`src/rtl/wdc_pkg.sv`:
```
// Package: shared widths and bit positions of the watchdog control register.
// Assumes the register is one word; bit positions are fixed because
// software decodes them.
package wdc_pkg;
    localparam int REG_W   = 16;
    localparam int LOCK_B  = 12;
    localparam int HALT_B  = 11;
    localparam int SEND_B  = 10;
    localparam int REDIR_B = 9;
    localparam int SWNMI_B = 8;
    localparam int N_PLAIN = 2;
    localparam int PLAIN_POS [N_PLAIN] = '{HALT_B, REDIR_B};
endpackage

```
`src/rtl/wdc_bits.sv`:
```
// Module: storage for the live bits of the control register.
// Mixes plain read/write bits, a sticky lock, a hardware-cleared request
// and a write-1-toggle trigger. Assumes writes are whole-word single-cycle
// strobes and send_done is a one-cycle pulse.
module wdc_bits
    import wdc_pkg::*;
#(
    parameter int W = REG_W
) (
    input  logic         clk,
    input  logic         rst_n,
    input  logic         wr_en,
    input  logic [W-1:0] wr_data,
    input  logic         send_done,
    output logic         lock_q,
    output logic [N_PLAIN-1:0] plain_q,
    output logic         send_q,
    output logic         swnmi_q
);
    // Plain read/write bits, one flop each
    genvar gi;
    generate
        for (gi = 0; gi < N_PLAIN; gi++) begin : g_plain
            always_ff @(posedge clk) begin
                if (!rst_n)     plain_q[gi] <= 1'b0;
                else if (wr_en) plain_q[gi] <= wr_data[PLAIN_POS[gi]];
            end
        end
    endgenerate

    // Lock: set-only from software, cleared only by reset
    always_ff @(posedge clk) begin
        if (!rst_n)                          lock_q <= 1'b0;
        else if (wr_en && wr_data[LOCK_B])   lock_q <= 1'b1;
    end

    // Send request: completion pulse takes priority over a new write of 1
    always_ff @(posedge clk) begin
        if (!rst_n)                          send_q <= 1'b0;
        else if (send_done)                  send_q <= 1'b0;
        else if (wr_en && wr_data[SEND_B])   send_q <= 1'b1;
    end

    // Software NMI: each write of 1 flips the bit, a write of 0 does nothing
    always_ff @(posedge clk) begin
        if (!rst_n)                          swnmi_q <= 1'b0;
        else if (wr_en && wr_data[SWNMI_B])  swnmi_q <= ~swnmi_q;
    end
endmodule

```
`src/rtl/wdc_route.sv`:
```
// Module: NMI edge detection and NMI/SMI routing.
// Combines the hardware source with the software trigger, finds rising
// edges and sends each one out as a single-cycle NMI or a gated SMI.
// Assumes all inputs are synchronous to clk.
module wdc_route (
    input  logic clk,
    input  logic rst_n,
    input  logic nmi_in,
    input  logic swnmi,
    input  logic redir,
    input  logic gbl_smi_en,
    input  logic nmi_block,
    output logic nmi_pulse,
    output logic smi_pulse
);
    logic src;
    logic src_q;
    logic rise;

    // Source level and its rising edge
    always_comb begin
        src  = nmi_in | swnmi;
        rise = src & ~src_q;
    end

    // Remember last source level for edge detection
    always_ff @(posedge clk) begin
        if (!rst_n) src_q <= 1'b0;
        else        src_q <= src;
    end

    // Registered routing of each edge to exactly one output or none
    always_ff @(posedge clk) begin
        if (!rst_n) begin
            nmi_pulse <= 1'b0;
            smi_pulse <= 1'b0;
        end else begin
            nmi_pulse <= rise & ~redir;
            smi_pulse <= rise & redir & gbl_smi_en & ~nmi_block;
        end
    end
endmodule

```
`src/rtl/wdog_ctl_reg.sv`:
```
// Module: watchdog control register top.
// Holds the control bits, assembles the readback word, gates the external
// enable write and the alert path, and routes NMI sources. Assumes a
// single-register port with no address decode and a synchronous
// active-low reset.
module wdog_ctl_reg
    import wdc_pkg::*;
(
    input  logic             clk,
    input  logic             rst_n,
    input  logic             wr_en,
    input  logic [REG_W-1:0] wr_data,
    output logic [REG_W-1:0] rd_data,
    input  logic             en_wr_req,
    output logic             en_wr_ok,
    output logic             tmr_halt,
    input  logic             alert_req,
    output logic             alert_go,
    input  logic             beat_req,
    output logic             beat_go,
    output logic             send_req,
    input  logic             send_done,
    input  logic             nmi_in,
    input  logic             gbl_smi_en,
    input  logic             nmi_block,
    output logic             nmi_pulse,
    output logic             smi_pulse
);
    logic               lock_q;
    logic [N_PLAIN-1:0] plain_q;
    logic               send_q;
    logic               swnmi_q;
    logic               halt_q;
    logic               redir_q;

    wdc_bits #(.W(REG_W)) u_bits (
        .clk       (clk),
        .rst_n     (rst_n),
        .wr_en     (wr_en),
        .wr_data   (wr_data),
        .send_done (send_done),
        .lock_q    (lock_q),
        .plain_q   (plain_q),
        .send_q    (send_q),
        .swnmi_q   (swnmi_q)
    );

    wdc_route u_route (
        .clk        (clk),
        .rst_n      (rst_n),
        .nmi_in     (nmi_in),
        .swnmi      (swnmi_q),
        .redir      (redir_q),
        .gbl_smi_en (gbl_smi_en),
        .nmi_block  (nmi_block),
        .nmi_pulse  (nmi_pulse),
        .smi_pulse  (smi_pulse)
    );

    // Name the plain bits by their role
    always_comb begin
        halt_q  = plain_q[0];
        redir_q = plain_q[1];
    end

    // Readback word: live bits in place, everything else zero
    always_comb begin
        rd_data          = '0;
        rd_data[LOCK_B]  = lock_q;
        rd_data[HALT_B]  = halt_q;
        rd_data[SEND_B]  = send_q;
        rd_data[REDIR_B] = redir_q;
        rd_data[SWNMI_B] = swnmi_q;
    end

    // Side outputs derived from the control bits
    always_comb begin
        en_wr_ok = en_wr_req & ~lock_q;
        tmr_halt = halt_q;
        alert_go = alert_req & ~halt_q;
        beat_go  = beat_req;
        send_req = send_q;
    end
endmodule

```
`config.mk`:
```
export PLATFORM = sky130hd
export DESIGN_NAME = wdog_ctl_reg
export DESIGN_NICKNAME = d
export VERILOG_FILES = /design/src/rtl/wdc_pkg.sv /design/src/rtl/wdc_bits.sv /design/src/rtl/wdc_route.sv /design/src/rtl/wdog_ctl_reg.sv
export SDC_FILE = /design/constraint.sdc
export NUM_CORES = 1
export LEC_CHECK = 0
export CORE_UTILIZATION = 28
export CTS_CLUSTER_DIAMETER = 40
export CTS_CLUSTER_SIZE = 8
export DETAILED_ROUTE_END_ITERATION = 10
export HOLD_SLACK_MARGIN = 0.02
export PLACE_DENSITY = 0.79
export SLEW_MARGIN = 40
export SYNTH_ARGS = -nofsm -noshare
export SYNTH_HDL_FRONTEND = slang
export SYNTH_HIERARCHICAL = 1
export SYNTH_SLANG_ARGS = --single-unit
export TNS_END_PERCENT = 5
```
`constraint.sdc`:
```
create_clock -name clk -period 1.2 [get_ports clk]
set_input_delay 0.12 -clock clk [delete_from_list [all_inputs] [get_ports clk]]
set_output_delay 0.12 -clock clk [all_outputs]
set_load 0.01 [all_outputs]
```
# After elaboration in Yosys (flattened, before gate mapping)
# Index checks and enable logic that the tools add are counted.
# word_totals
ff_bits,8
in_bits,26
wordCells,27
# op_classes
bitwise,15
reduce_logical,4
# op_table
op,n
$and A1 B1 Y1,7
$not A1 Y1,7
$logic_and A1 B1 Y1,3
$reduce_or A2 Y1,1
$or A1 B1 Y1,1

# Depth between registers and ports, before layout
# logic_depth
word_depth,5
mapped_depth,2
mapped_depth_nobuf,2

# Cells and area by module
# Netlist, hierarchy kept.
# modules_own_cells
mod,seq_area_each_um2,n_inst,cells_each,area_each_um2
wdc_bits,100.1,1,17,180.2
wdog_ctl_reg,0.0,1,19,151.4
wdc_route,60.1,1,8,93.8

# Worst setup path after synthesis
# OpenSTA, ideal clock, no wires.
# synth_path
kind,reg-to-output
start,register u_bits.plain_q[0]
end,output port tmr_halt
path_slack_ns,0.494
stages_incl_launch_ff,2
path_buffers,1
t_required_ns,1.080
arrival_ns,0.586
path_cell_list,dfxtp_1 -> buf_4
# synth_rtl
item,line,source
start: declaration,wdc_bits.sv:16,"output logic [N_PLAIN-1:0] plain_q,"
start signal: indexed assignment,wdc_bits.sv:26,else if (wr_en) plain_q[gi] <= wr_data[PLAIN_POS[gi]];
end: declaration,wdog_ctl_reg.sv:16,"output logic tmr_halt,"
# No word-level cell between the ends.

# Worst setup path after layout
# layout_path
start,input port alert_req
end,output port alert_go
# layout_between
elab_chain_cells,1
# layout_rtl
item,line,source
start: declaration,wdog_ctl_reg.sv:17,"input logic alert_req,"
$and A1 B1 Y1,wdog_ctl_reg.sv:80,alert_go = alert_req & ~halt_q;
end: declaration,wdog_ctl_reg.sv:18,"output logic alert_go,"
# Every way passes these cells.

==> flow_metrics.tcl <==
set metrics [dict create \
    grt_max_degree 8 \
    finalNetCount 93 \
    grtUsageMet2_pct 13.7 \
    grt_pass1_wl_um 903 \
    grt_pass1_vias 244 \
    via_per_inst 3.95 \
    setup_violations 0 \
    clock_power_share_pct 32.3 \
    die_w_um 41.0 \
    p_per_area_mw_per_mm2 1020 \
    grt_use_met1_pct 8.22 \
    routedWlPerCell_um 9.18 \
    ioPinCount 49 \
    period_share_pct 89.5 \
    die_h_um 41.0 \
    drtAntennaViolNets 0 \
    start_util_pct 31.5 \
    clk-insertion-delay-late_ns 0.25 \
    coreArea_mm2 0.00135 \
    rows 13 \
    max-cap-violations 0 \
    fmax_ghz 0.931 \
    cp.required_ns 1.08 \
    holdPathStages 0 \
    leakagePower_nw 0.321 \
    clock_sinks 8 \
    power_frac_comb_pct 21.0 \
    drt_first_pass_iters 2 \
    yosys_warnings 6 \
    arrival_ns 0.95 \
    synthesis.instances 44 \
    netlist_area_um2 425 \
    final_common_cell "clkdlybuf4s50_1" \
    grt_usage_pct 9.46 \
    hold_class "in -> out" \
    root_buffer "clkbuf_4" \
    drive_gt1_share_pct 12.3 \
    syn_to_final_growth_pct 44.7 \
    cts_tree "built" \
    clockBufferDepth 2 \
    path_max_fanout 1 \
    hold_ws_ns 0.240 \
    final_util_pct 45.6 \
    io_buffer_count 24 \
    seqPwrFrac_pct 46.7 \
    crit_path_end_kind "output port" \
    finalHoldViolCount 0 \
    status "complete, no violations" \
    yosysTopAreaCellShare_pct 37.6 \
    dieArea_mm2 0.00168 \
    grt.overflow.total 0 \
    htree_levels 1 \
    vias 316 \
    dp_hpwl_um 586 \
    ir_drop_uv 603 \
    grt_antenna_before_repair 0 \
    antennaDiodeCount 0 \
    synth.distinct_cells 14 \
    worst_clock_skew_ns 0.00268 \
    synth-seq-cells 8 \
    top_usage_layer "met2" \
    final_max_slew_viol_count 0 \
    internal_power_mw 0.473 \
    finalSetupTns_ns 0 \
    power_switching_share_pct 24.8 \
    cts_buffers 3 \
    period_needed_ns 1.07 \
    critPathLaunchType "primary input" \
    use_met3_pct 8.15 \
    drt_iter0_drc 2 \
    synthTopCellsByArea "dfxtp_1 38%, buf_4 28%, mux2i_1 7.1%, nor2b_4 6.5%, nor2b_1 4.4%" \
    postCtsHoldBufs 0 \
    rsz0062_at_grt "false" \
    switchingPower_mw 0.156 \
    rr_worst_depth 2 \
    wl_um 734 \
    path_class "in -> out" \
    ys_seq_area_share_pct 37.6 \
    synth.largest_area_cell "dfxtp_1" \
    post_cts_buffers 0 \
    gp_congestion 0.546 \
    drc 0 \
    avgSynthCellArea_um2 9.67 \
    layout_common_cells "13 x clkdlybuf4s50_1, 11 x conb_1, 10 x dlygate4sd2_1" \
]
## synth_stat cells (all sizes together)
cell / count
o21ai: 1
nand2: 3
nor2b: 5
conb: 1
nand2b: 1
nor4: 1
nor3: 1
buf: 16
a21oi: 2
inv: 1
nor3b: 1
dfxtp: 8
mux2i: 3
## per-stage QoR
stage	total power, mW	instances	setup slack, ns	cell area, um^2
after CTS	0.647	80	-0.0929	613
after detailed placement	0.447	77	-0.153	602
after global routing	0.666	80	0.0598	616
after global placement	0.444	77	-0.134	602
after floorplan	0.396	54	0.494	463
final	0.630	80	0.126	616
## power by group through the flow
stage	clock, mW	sequential, mW	combinational [mW]
floorplan	0	0.303	0.0933
global placement	0	0.300	0.145
detailed placement	0	0.300	0.147
CTS	0.219	0.294	0.134
global route	0.224	0.296	0.146
finish	0.203	0.294	0.133
## cell families (layout without fill, tap and decap cells)
kind of cell | Yosys count | count (layout) | synth area share (%)
buffers and inverters | 17 | 28 | 29.1
and+or+nand+nor | 12 | 12 | 20.9
DFF | 8 | 8 | 37.6
AOI/OAI and AO/OA | 3 | 3 | 4.41
muxes | 3 | 3 | 7.06
other | 1 | 11 | 0.882
## cell type report
cell class / instances / area, um^2
fill: 152 / 734
timing repair buffer: 24 / 230
multi-input combinational: 29 / 179
sequential: 8 / 161
clock buffer: 3 / 22.5
tap: 15 / 18.8
inverter: 1 / 3.75
## critical path, cell delays in order
cell and delay [ns]:
clkdlybuf4s50_1 0.45, nor2b_4 0.12, dlygate4sd2_1 0.26
## state kept, by name, indices dropped and copies added (netlist names)
name	count
u_bits/send_q	1
u_route/smi_pulse	1
u_bits/swnmi_q	1
u_route/src_q	1
u_route/nmi_pulse	1
u_bits/lock_q	1
u_bits/plain_q	2
## final timing paths
path	startpoint	endpoint	slack, ns
worst min-delay path	beat_req	beat_go	0.24
worst max register to register	u_bits/swnmi_q	u_route/smi_pulse	0.45
worst max-delay path	alert_req	alert_go	0.13
worst min register to register	u_route/src_q	u_route/smi_pulse	0.43
## repair_timing
| action | 4_1_cts | 5_1_grt |
|---|---|---|
| endpoints found under the setup margin | 11 | 1 |
| resized for setup | 11 | 1 |
| cloned | 0 | 0 |
## layer usage
metal,up-vias,part of all wire (%),wire (um)
li1,156,-,-
met1,135,35,258
met2,23,51,373
met3,2,13,92
met4,0,1.2,9
met5,-,0,0
Power figures use the tool's default switching activity.
